--- src/rtl/rxf_pkg.sv ---
package rxf_pkg;
  localparam int LEN_W = 11;
  localparam int CNT_W = 16;
  localparam int ST_W  = LEN_W + 3;

  typedef struct packed {
    logic wrEn;      // store the current byte
    logic rollback;  // cancel the open frame
    logic commit;    // close the frame and queue its status
    logic spill;     // open frame is past the runt limit
    logic ovf;
    logic runt;
    logic strip;
  } rxf_strobe_t;

  function automatic int unsigned wmLevel(input logic [1:0] code);
    case (code)
      2'b00:   return 16;
      2'b01:   return 64;
      default: return 128;
    endcase
  endfunction
endpackage

--- src/rtl/rxf_ctrl.sv ---
module rxf_ctrl
  import rxf_pkg::*;
#(
  parameter int MIN_FRAME = 64,
  parameter int HDR_BYTES = 14,
  parameter int MAX_PAD_LEN = 46
) (
  input  logic             clk,
  input  logic             rstN,
  input  logic             wrValid,
  input  logic [7:0]       wrData,
  input  logic             wrSof,
  input  logic             wrEof,
  input  logic             acceptRunt,
  input  logic             stripEn,
  input  logic             fifoFull,
  input  logic             statFull,
  output rxf_strobe_t      stb,
  output logic [LEN_W-1:0] frameLen
);
  localparam int LEN_HI_IDX = HDR_BYTES - 2;
  localparam int LEN_LO_IDX = HDR_BYTES - 1;

  logic             open, drop, ovf, stripped, stripOn;
  logic [CNT_W-1:0] cnt;
  logic [LEN_W-1:0] stored, keepLen;
  logic [7:0]       lenHi;

  logic             active, dropNow, keep, store, ovfAll, removed, isRunt, ending, discard;
  logic [CNT_W-1:0] idx, nextCnt;
  logic [LEN_W-1:0] storedNext;
  logic [15:0]      lenVal;

  always_comb begin
    active     = wrValid && (wrSof || open);
    idx        = wrSof ? '0 : cnt;
    nextCnt    = (idx == {CNT_W{1'b1}}) ? idx : idx + 1'b1;
    dropNow    = wrSof ? statFull : drop;
    keep       = !(stripOn && !wrSof && (idx >= CNT_W'(keepLen)));
    store      = active && keep && !dropNow && !fifoFull;
    ovfAll     = (wrSof ? 1'b0 : ovf) | (active && keep && !dropNow && fifoFull);
    removed    = (wrSof ? 1'b0 : stripped) | (active && !keep);
    storedNext = (wrSof ? '0 : stored) + LEN_W'(store);
    isRunt     = nextCnt < CNT_W'(MIN_FRAME);
    ending     = active && wrEof;
    discard    = dropNow || (isRunt && !acceptRunt) || (storedNext == '0);
    lenVal     = {lenHi, wrData};

    stb.wrEn     = store;
    stb.rollback = ending && discard;
    stb.commit   = ending && !discard;
    stb.spill    = open && !drop && (cnt >= CNT_W'(MIN_FRAME));
    stb.ovf      = ovfAll;
    stb.runt     = isRunt;
    stb.strip    = removed;
    frameLen     = storedNext;
  end

  always_ff @(posedge clk or negedge rstN) begin
    if (!rstN) begin
      open     <= 1'b0;
      drop     <= 1'b0;
      ovf      <= 1'b0;
      stripped <= 1'b0;
      stripOn  <= 1'b0;
      cnt      <= '0;
      stored   <= '0;
      keepLen  <= '0;
      lenHi    <= '0;
    end else if (active) begin
      open     <= !wrEof;
      drop     <= dropNow;
      ovf      <= ovfAll;
      stripped <= removed;
      cnt      <= nextCnt;
      stored   <= storedNext;
      if (wrSof) stripOn <= 1'b0;
      if (idx == CNT_W'(LEN_HI_IDX)) lenHi <= wrData;
      if (idx == CNT_W'(LEN_LO_IDX)) begin
        stripOn <= stripEn && (lenVal <= 16'(MAX_PAD_LEN));
        keepLen <= LEN_W'(HDR_BYTES) + LEN_W'(lenVal[7:0]);
      end
    end
  end
endmodule

--- src/rtl/rxf_dp.sv ---
module rxf_dp
  import rxf_pkg::*;
#(
  parameter int DEPTH = 256,
  parameter int STAT_DEPTH = 8
) (
  input  logic             clk,
  input  logic             rstN,
  input  rxf_strobe_t      stb,
  input  logic [LEN_W-1:0] frameLen,
  input  logic [7:0]       wrData,
  input  logic [1:0]       wmCode,
  input  logic             rdReady,
  output logic             rdValid,
  output logic [7:0]       rdData,
  output logic             rdSof,
  output logic             rdEof,
  output logic [ST_W-1:0]  rdStatus,
  output logic             dmaReq,
  output logic             fifoFull,
  output logic             statFull
);
  localparam int ADDR_W = $clog2(DEPTH);
  localparam int PTR_W  = ADDR_W + 1;
  localparam int SA_W   = $clog2(STAT_DEPTH);
  localparam int SP_W   = SA_W + 1;

  logic [7:0]      mem [DEPTH];
  logic [ST_W-1:0] stq [STAT_DEPTH];

  logic [PTR_W-1:0] wrPtr, startPtr, rdPtr, readLimit, avail, fill;
  logic [SP_W-1:0]  stWr, stRd, statCount;
  logic [LEN_W-1:0] rdCount, headLen;
  logic [ST_W-1:0]  head;
  logic             statAny, pop;

  always_comb begin
    readLimit = (stb.spill && (wrPtr != startPtr)) ? wrPtr - 1'b1 : startPtr;
    avail     = readLimit - rdPtr;
    fill      = wrPtr - rdPtr;
    fifoFull  = fill == PTR_W'(DEPTH);
    statCount = stWr - stRd;
    statFull  = statCount == SP_W'(STAT_DEPTH);
    statAny   = statCount != '0;
    head      = stq[stRd[SA_W-1:0]];
    headLen   = head[ST_W-1:3];
    rdValid   = avail != '0;
    rdData    = mem[rdPtr[ADDR_W-1:0]];
    rdSof     = rdValid && (rdCount == '0);
    rdEof     = rdValid && statAny && ((rdCount + 1'b1) == headLen);
    rdStatus  = head;
    pop       = rdValid && rdReady;
    dmaReq    = (avail >= PTR_W'(wmLevel(wmCode))) || statAny;
  end

  always_ff @(posedge clk or negedge rstN) begin
    if (!rstN) begin
      wrPtr    <= '0;
      startPtr <= '0;
      rdPtr    <= '0;
      rdCount  <= '0;
      stWr     <= '0;
      stRd     <= '0;
    end else begin
      if (stb.rollback)  wrPtr <= startPtr;
      else if (stb.wrEn) wrPtr <= wrPtr + 1'b1;
      if (stb.commit) begin
        startPtr <= wrPtr + PTR_W'(stb.wrEn);
        stWr     <= stWr + 1'b1;
      end
      if (pop) begin
        rdPtr <= rdPtr + 1'b1;
        if (rdEof) begin
          rdCount <= '0;
          stRd    <= stRd + 1'b1;
        end else begin
          rdCount <= rdCount + 1'b1;
        end
      end
    end
  end

  always_ff @(posedge clk) begin
    if (stb.wrEn)   mem[wrPtr[ADDR_W-1:0]] <= wrData;
    if (stb.commit) stq[stWr[SA_W-1:0]]    <= {frameLen, stb.ovf, stb.runt, stb.strip};
  end

  AST_FILL_BOUND: assert property (@(posedge clk) disable iff (!rstN) fill <= PTR_W'(DEPTH));
  AST_ROLLBACK_RESTORE: assert property (@(posedge clk) disable iff (!rstN) stb.rollback |=> wrPtr == $past(startPtr));
  AST_HOLD_DATA: assert property (@(posedge clk) disable iff (!rstN) rdValid && !rdReady |=> rdValid && $stable(rdData));
  AST_SOF_AFTER_EOF: assert property (@(posedge clk) disable iff (!rstN) rdValid && rdReady && rdEof |=> rdCount == '0);
  AST_STATQ_BOUND: assert property (@(posedge clk) disable iff (!rstN) statCount <= SP_W'(STAT_DEPTH));
endmodule

--- src/rtl/rx_frame_fifo.sv ---
module rx_frame_fifo
  import rxf_pkg::*;
#(
  parameter int DEPTH = 256,
  parameter int STAT_DEPTH = 8,
  parameter int MIN_FRAME = 64
) (
  input  logic             clk,
  input  logic             rstN,
  input  logic             wrValid,
  input  logic [7:0]       wrData,
  input  logic             wrSof,
  input  logic             wrEof,
  input  logic             acceptRunt,
  input  logic             stripEn,
  input  logic [1:0]       wmCode,
  input  logic             rdReady,
  output logic             rdValid,
  output logic [7:0]       rdData,
  output logic             rdSof,
  output logic             rdEof,
  output logic [ST_W-1:0]  rdStatus,
  output logic             dmaReq
);
  rxf_strobe_t      stb;
  logic [LEN_W-1:0] frameLen;
  logic             fifoFull, statFull;

  rxf_ctrl #(.MIN_FRAME(MIN_FRAME)) ctrl_i (
    .clk(clk), .rstN(rstN), .wrValid(wrValid), .wrData(wrData),
    .wrSof(wrSof), .wrEof(wrEof), .acceptRunt(acceptRunt), .stripEn(stripEn),
    .fifoFull(fifoFull), .statFull(statFull), .stb(stb), .frameLen(frameLen)
  );

  rxf_dp #(.DEPTH(DEPTH), .STAT_DEPTH(STAT_DEPTH)) dp_i (
    .clk(clk), .rstN(rstN), .stb(stb), .frameLen(frameLen), .wrData(wrData),
    .wmCode(wmCode), .rdReady(rdReady), .rdValid(rdValid), .rdData(rdData),
    .rdSof(rdSof), .rdEof(rdEof), .rdStatus(rdStatus), .dmaReq(dmaReq),
    .fifoFull(fifoFull), .statFull(statFull)
  );
endmodule

--- config.mk ---
export PLATFORM = sky130hd
export DESIGN_NAME = rx_frame_fifo
export DESIGN_NICKNAME = d
export VERILOG_FILES = /design/src/rtl/rxf_pkg.sv /design/src/rtl/rxf_ctrl.sv /design/src/rtl/rxf_dp.sv /design/src/rtl/rx_frame_fifo.sv
export SDC_FILE = /design/constraint.sdc
export NUM_CORES = 2
export LEC_CHECK = 0
export ABC_AREA = 1
export BUFFER_PORTS_ARGS = -buffer_cell sky130_fd_sc_hd__buf_2
export CORE_MARGIN = 2
export CORE_UTILIZATION = 31
export CTS_CLUSTER_DIAMETER = 120
export DETAILED_ROUTE_END_ITERATION = 8
export SLEW_MARGIN = 25
export SYNTH_ARGS = -nofsm -noshare
export SYNTH_HDL_FRONTEND = slang
export SYNTH_SLANG_ARGS = --single-unit
--- constraint.sdc ---
create_clock -name clk -period 13.7 [get_ports clk]
set_input_delay 2.74 -clock clk [delete_from_list [all_inputs] [get_ports clk]]
set_output_delay 2.74 -clock clk [all_outputs]
set_load 0.02 [all_outputs]
Yosys cells after proc, flatten, opt, wreduce, memory -nomap -nowiden
Memories as Yosys holds them, arrays and structs flattened.
Cells that the tools add are included.
- bits in registers: 97
- RAM bits: 2160
- memories kept: 2
- memories (name ; words ; bits a word ; read ports ; clocked after memory_dff ; write ports ; line ; source):
    dp_i.mem ; 256 ; 8 ; 1 ; 0 ; 1 ; rxf_dp.sv:28 ; logic [7:0] mem [DEPTH];
    dp_i.stq ; 8 ; 14 ; 1 ; 0 ; 1 ; rxf_dp.sv:29 ; logic [ST_W-1:0] stq [STAT_DEPTH];
- add/subtract/negate cells: 13
- order comparisons: 5
- equal/unequal tests: 8
- muxes and demuxes: 17
- bitwise gates (word level): 2
- reductions and logical operators: 43
- operators by type and width (operator ; count):
    == test 16 x 4 -> 1 bit (second input constant) ; 2
    2-to-1 mux 16 bit ; 2
    2-to-1 mux 9 bit ; 3
    logical NOT 11 bit ; 2
    2-to-1 mux 11 bit ; 2
    logical AND 1 bit ; 20
    adder 9 x 1 -> 9 bit (second input constant) ; 2
    subtractor 9 bit ; 2
    adder 16 x 1 -> 16 bit (second input constant) ; 1
    == test 16 bit (second input constant) ; 1
    greater-or-equal comparator 16 x 11 -> 1 bit ; 1
    greater-or-equal comparator 16 x 7 -> 1 bit (second input constant) ; 1
    <= comparator 16 x 6 -> 1 bit (second input constant) ; 1
    < comparator 16 x 7 -> 1 bit (second input constant) ; 1
    one-hot mux 8 bit (2 select lines) ; 1
    adder 11 x 1 -> 11 bit ; 1
    adder 11 x 1 -> 11 bit (second input constant) ; 1
    == test 11 bit ; 1
    adder 4 x 8 -> 9 bit (first input constant) ; 1
    adder 9 x 1 -> 9 bit ; 1
    == test 9 bit (second input constant) ; 1
    greater-or-equal comparator 9 x 8 -> 1 bit ; 1
    2-to-1 mux 1 bit ; 9
    != test 9 bit ; 1
    other kinds (13) ; 29

Longest topological paths before layout
- depth in word-level cells: 14
- depth in mapped cells: 36

Hierarchy
From an unflattened synthesis, not the netlist that was laid out.
- cell total of the unflattened synthesis: 7751
- area, all modules: 93403.3 um^2
- modules (own cells, without submodules) (module ; times used ; cells an instance ; area an instance (um^2)):
    rxf_dp ; 1 ; 7269 ; 89963.8
    rxf_ctrl ; 1 ; 482 ; 3439.5

Least setup slack after synthesis
Ideal clock, no wire load.
- path type: input port to flip-flop
- start point: input port wrSof
- end point: memory dp_i.stq[5][0] (netlist bit), enable pin
- library setup time: 0.403 ns
- data arrival time: 7.324 ns
- data required time: 13.297 ns
- slack: 5.973 ns
- stages: 28
- buffers on the path: 4
- path through: buf_6 > buf_2 > nor2_1 > inv_1 > ha_1 > o21ai_0 > nand3b_1 > nand2_1 > nand2_1 > nand2_1 > nand2_1 > nand2_1 > nand2_1 > a21oi_4 > nand2_4 > inv_6 > buf_8 > ha_1 > nand3_1 > nor2_1 > xor2_1 > nor2_1 > nand3_1 > nor2_2 > nor2_4 > nand3_4 > buf_2 > nor3_1
- longest elaborated chain between the ends: 14
- ends and longest elaborated chain (element ; line ; source):
    start, declared ; rx_frame_fifo.sv:12 ; input logic wrSof,
    2-to-1 mux 16 bit / logical NOT 1 bit (equally long branches) ; rxf_ctrl.sv:36, rxf_ctrl.sv:39 ;
    greater-or-equal comparator 16 x 11 -> 1 bit / logical AND 1 bit (equally long branches) ; rxf_ctrl.sv:39 ; keep = !(stripOn && !wrSof && (idx >= CNT_W'(keepLen)));
    logical AND 1 bit ; rxf_ctrl.sv:39 ;
    logical NOT 1 bit ; rxf_ctrl.sv:39 ;
    logical AND 1 bit (3 in series) ; rxf_ctrl.sv:40 ; store = active && keep && !dropNow && !fifoFull;
    adder 11 x 1 -> 11 bit (*) ; rxf_ctrl.sv:43 ; storedNext = (wrSof ? '0 : stored) + LEN_W'(store);
    named net ctrl_i.frameLen[5] ; rxf_ctrl.sv:19 ; output logic [LEN_W-1:0] frameLen
    logical NOT 11 bit (*) ; rxf_ctrl.sv:46 ; discard = dropNow || (isRunt && !acceptRunt) || (storedNext == '0);
    logical OR 1 bit (*) ; rxf_ctrl.sv:46 ;
    logical NOT 1 bit (*) ; rxf_ctrl.sv:51 ; stb.commit = ending && !discard;
    logical AND 1 bit (*) ; rxf_ctrl.sv:51 ;
    2-to-1 mux 1 bit (*) ; rxf_dp.sv:85 ; if (stb.commit) stq[stWr[SA_W-1:0]] <= {frameLen, stb.ovf, stb.runt, stb.strip};
    2-to-1 mux 1 bit (not written as such) (*) ; rxf_dp.sv:85 ;
    end, declared ; rxf_dp.sv:29 ;
The timed path passes the listed nets; every way through them passes the cells marked *.

Final worst setup path
- start point: register dp_i.rdPtr[1]
- end point: output port rdData[7]
- longest elaborated chain between the ends: 1
- ends and longest elaborated chain (element ; line ; source):
    start, declared ; rxf_dp.sv:31 ; logic [PTR_W-1:0] wrPtr, startPtr, rdPtr, readLimit, avail, fill;
    start signal, assigned ; rxf_dp.sv:72 ; rdPtr <= rdPtr + 1'b1;
    memory read (256 x 8 bit) ; -- ;
    end, declared ; rx_frame_fifo.sv:19 ; output logic [7:0] rdData,
No other way between the ends.

==> impl_metrics.tcl <==
set metrics [dict create \
    status "completed" \
    seq_area_mm2 0.06725 \
    layout-area-overhead-vs-synth_pct 11.86 \
    dpl_cell_area_mm2 0.09701 \
    p_leak_nw 33.40 \
    yosys.area.top_type_share_pct 69.72 \
    cts.htree.levels 4 \
    busiest_layer "met2" \
    ys_seq_elements 2255 \
    holdBufCountCts 0 \
    hold_class "flop to flop" \
    grt_start_max_net_pins 211 \
    start_kind "flop" \
    synthFlopType "edfxtp_1" \
    clock-root-buffer "clkbuf_16" \
    ioPinCount 44 \
    synthTopCellsByCount "edfxtp_1 (2,160), nor2_1 (1,498), o21ai_0 (1,121)" \
    syn-num-nets 7691 \
    wl_um 263100 \
    cts_buffers 216 \
    synth_edf_count 2160 \
    antenna_found_initial 8 \
    rows 201 \
    use_met2_pct 27.14 \
    setup_tns_ns 0 \
    grt_pass1_wl_um 386200 \
    cts.path.max_buffers 4 \
    cpMaxStageDelayCell "dfrtp_4" \
    crit_path_max_fanout 94 \
    cts_sinks 2255 \
    hpwl_um 147700 \
    crit_required_ns 10.96 \
    io_buffers 43 \
    clk_pin_slew_ns 0.06 \
    slew_violations 0 \
    rsz0062_at_grt "false" \
    layout.nets 7526 \
    maxCapViolCount 0 \
    cp.arrival_ns 5.85 \
    grt_pass1_vias 58220 \
    design_area_mm2 0.1041 \
    syn_avg_cell_area_um2 12.20 \
    fmax_mhz 116.4 \
    path_class "flop to output pin" \
    setup_viol 0 \
    hold_viol 0 \
    dr.first_iter.drc_count 7224 \
    antenna_left 0 \
    yosys-top-cells-area "edfxtp_1 (70%), nor2_1 (6.0%), o21ai_0 (6.0%), nand2_1 (2.6%), dfrtp_1 (2.6%)" \
    max_stage_delay_ns 1.03 \
    cpMostUsedCell "nand3_1" \
    yosysTopAreaCell "edfxtp_1" \
    peakVddDrop_v 0.0001931 \
    postCtsSetupBuffers 0 \
    syn_inst 7625 \
    fp.coreArea_mm2 0.2993 \
    syn-cell-area_mm2 0.09303 \
    globalRouteOverflowTotal 0 \
    yosys_warnings 0 \
    period_share_pct 62.73 \
    drive_above_1_share_pct 7.016 \
    path_cells "buf_4, buf_4, o21ai_0, o221ai_1, nand3_1, nand3_1, nand3_1, nand3_1, nand3_1, nand2_1, buf_2" \
    synth_async_sr_flop_share_pct 4.213 \
    clock_skew_ns 0.1043 \
    clk_latency_ns 0.90 \
    synthDistinctLibCells 52 \
    gr-usage-met1_pct 22.46 \
    start_util_pct 31.08 \
    grtUsageMet3_pct 2.632 \
    multi_input_area_mm2 0.02285 \
    die_h_um 551.8 \
    fillers 28870 \
    power_mw 20.57 \
    die_area_mm2 0.3045 \
    vias 61610 \
    slew_headroom_pct 27.20 \
    firstDrtPassIters 6 \
    dieWidth_um 551.8 \
    cts_tree "built" \
    grt_usage_pct 16.70 \
    power.density_mw_per_mm2 197.7 \
    drc 0 \
    tightest_slew_ns 1.092 \
    crit_path_end_kind "output pin" \
    wire_per_inst_um 22.71 \
    globalplace.congestion 0.8610 \
    finalCriticalPeriod_ns 8.594 \
    cts_resized 0 \
    ys_seq_area_share_pct 72.28 \
    synth_most_common_cell "edfxtp_1" \
    viasPerCell 5.317 \
]
[final timing paths]
| kind | depth (start not counted) | from | slack, ns | end |
|---|---|---|---|---|
| max | 11 | dp_i.rdPtr[1] | 5.11 | rdData[7] |
| min | 2 | ctrl_i.keepLen[2] | 0.49 | ctrl_i.keepLen[2] |
| max reg2reg | 23 | dp_i.rdPtr[1] | 6.13 | dp_i.stq[4][9] |
| min reg2reg | 2 | ctrl_i.keepLen[2] | 0.49 | ctrl_i.keepLen[2] |
| max in group asynchronous | 2 | rstN | 10.82 | ctrl_i.cnt[3] |
| min in group asynchronous | 1 | rstN | 1.83 | dp_i.rdCount[6] |
[critical path, delay by kind of cell (launching register included)]
family	cells	cell delay, ns
buffers and inverters	3	1.87
flip-flops	1	1.03
AO/OA/AOI/OAI	2	0.60
AND/OR/NAND/NOR	6	1.30
[where the power goes]
group	internal (mW)	switching (mW)	leakage, nW	total, mW
Combinational	1.69	4.96	9.34	6.64
Sequential	7.69	0.191	20.6	7.88
Clock	3.47	2.58	3.41	6.05
Total	12.8	7.72	33.4	20.6
[stage by stage]
stage / instances / setup slack (ns) / hold slack [ns] / utilization (%)
after floorplan: 7625 / 5.973 / 0.4464 / -
after global placement: 11200 / 5.097 / 0.4703 / 32.41
after detailed placement: 11200 / 5.242 / 0.4767 / 32.41
after CTS: 11580 / 5.106 / 0.4920 / 34.76
after global routing: 11590 / 4.771 / 0.5138 / 34.77
final: 11590 / 5.106 / 0.4899 / 34.77
[layout make-up]
cell class	count	share of cell area, %
diodes	3	0.007214
clock buffers	257	5.383
clock inverters	126	1.369
inverters	226	0.8464
multi-input cells	4628	21.95
flip-flops and latches	2255	64.63
well taps	3958	4.759
repair buffers	133	1.054
[routing by layer]
| layer | routed length (µm) | vias to the layer above |
|---|---|---|
| met4 | 10350 | 6 |
| met2 | 123000 | 2630 |
| met1 | 108800 | 30940 |
| li1 | - | 27540 |
| met5 | 30 | - |
| met3 | 20940 | 493 |
[sequential cells by signal, indices dropped and copies added (netlist names)]
register,flops
ctrl_i.stored,11
dp_i.rdPtr,9
dp_i.stq,112
dp_i.stRd,4
dp_i.mem,2048
dp_i.stWr,4
dp_i.wrPtr,9
ctrl_i.stripped,1
ctrl_i.keepLen,9
ctrl_i.stripOn,1
dp_i.rdCount,11
ctrl_i.lenHi,8
ctrl_i.cnt,16
ctrl_i.ovf,1
ctrl_i.open,1
ctrl_i.drop,1
dp_i.startPtr,9
[placed cells by master (no fill, tap or decap), drive strengths merged, types with 48 or more instances in the layout]
master / n
a21oi: 88
buf: 133
clkbuf: 257
clkinv: 84
dfrtp: 95
edfxtp: 2160
ha: 48
inv: 228
nand2: 666
nand3: 402
nand4: 88
nor2: 1529
o211ai: 69
o21ai: 1138
o221ai: 187
o22ai: 302
[cell families after synthesis]
family | share of synthesized area [%]
AO/OA/AOI/OAI | 11.13
adder cells (fa/ha/maj) | 0.6456
buffers and inverters | 3.237
AND/OR/NAND/NOR | 12.25
flip-flops | 72.28
multiplexers | 0.02421
XOR/XNOR | 0.4331
(Power assumes the default switching activity.)
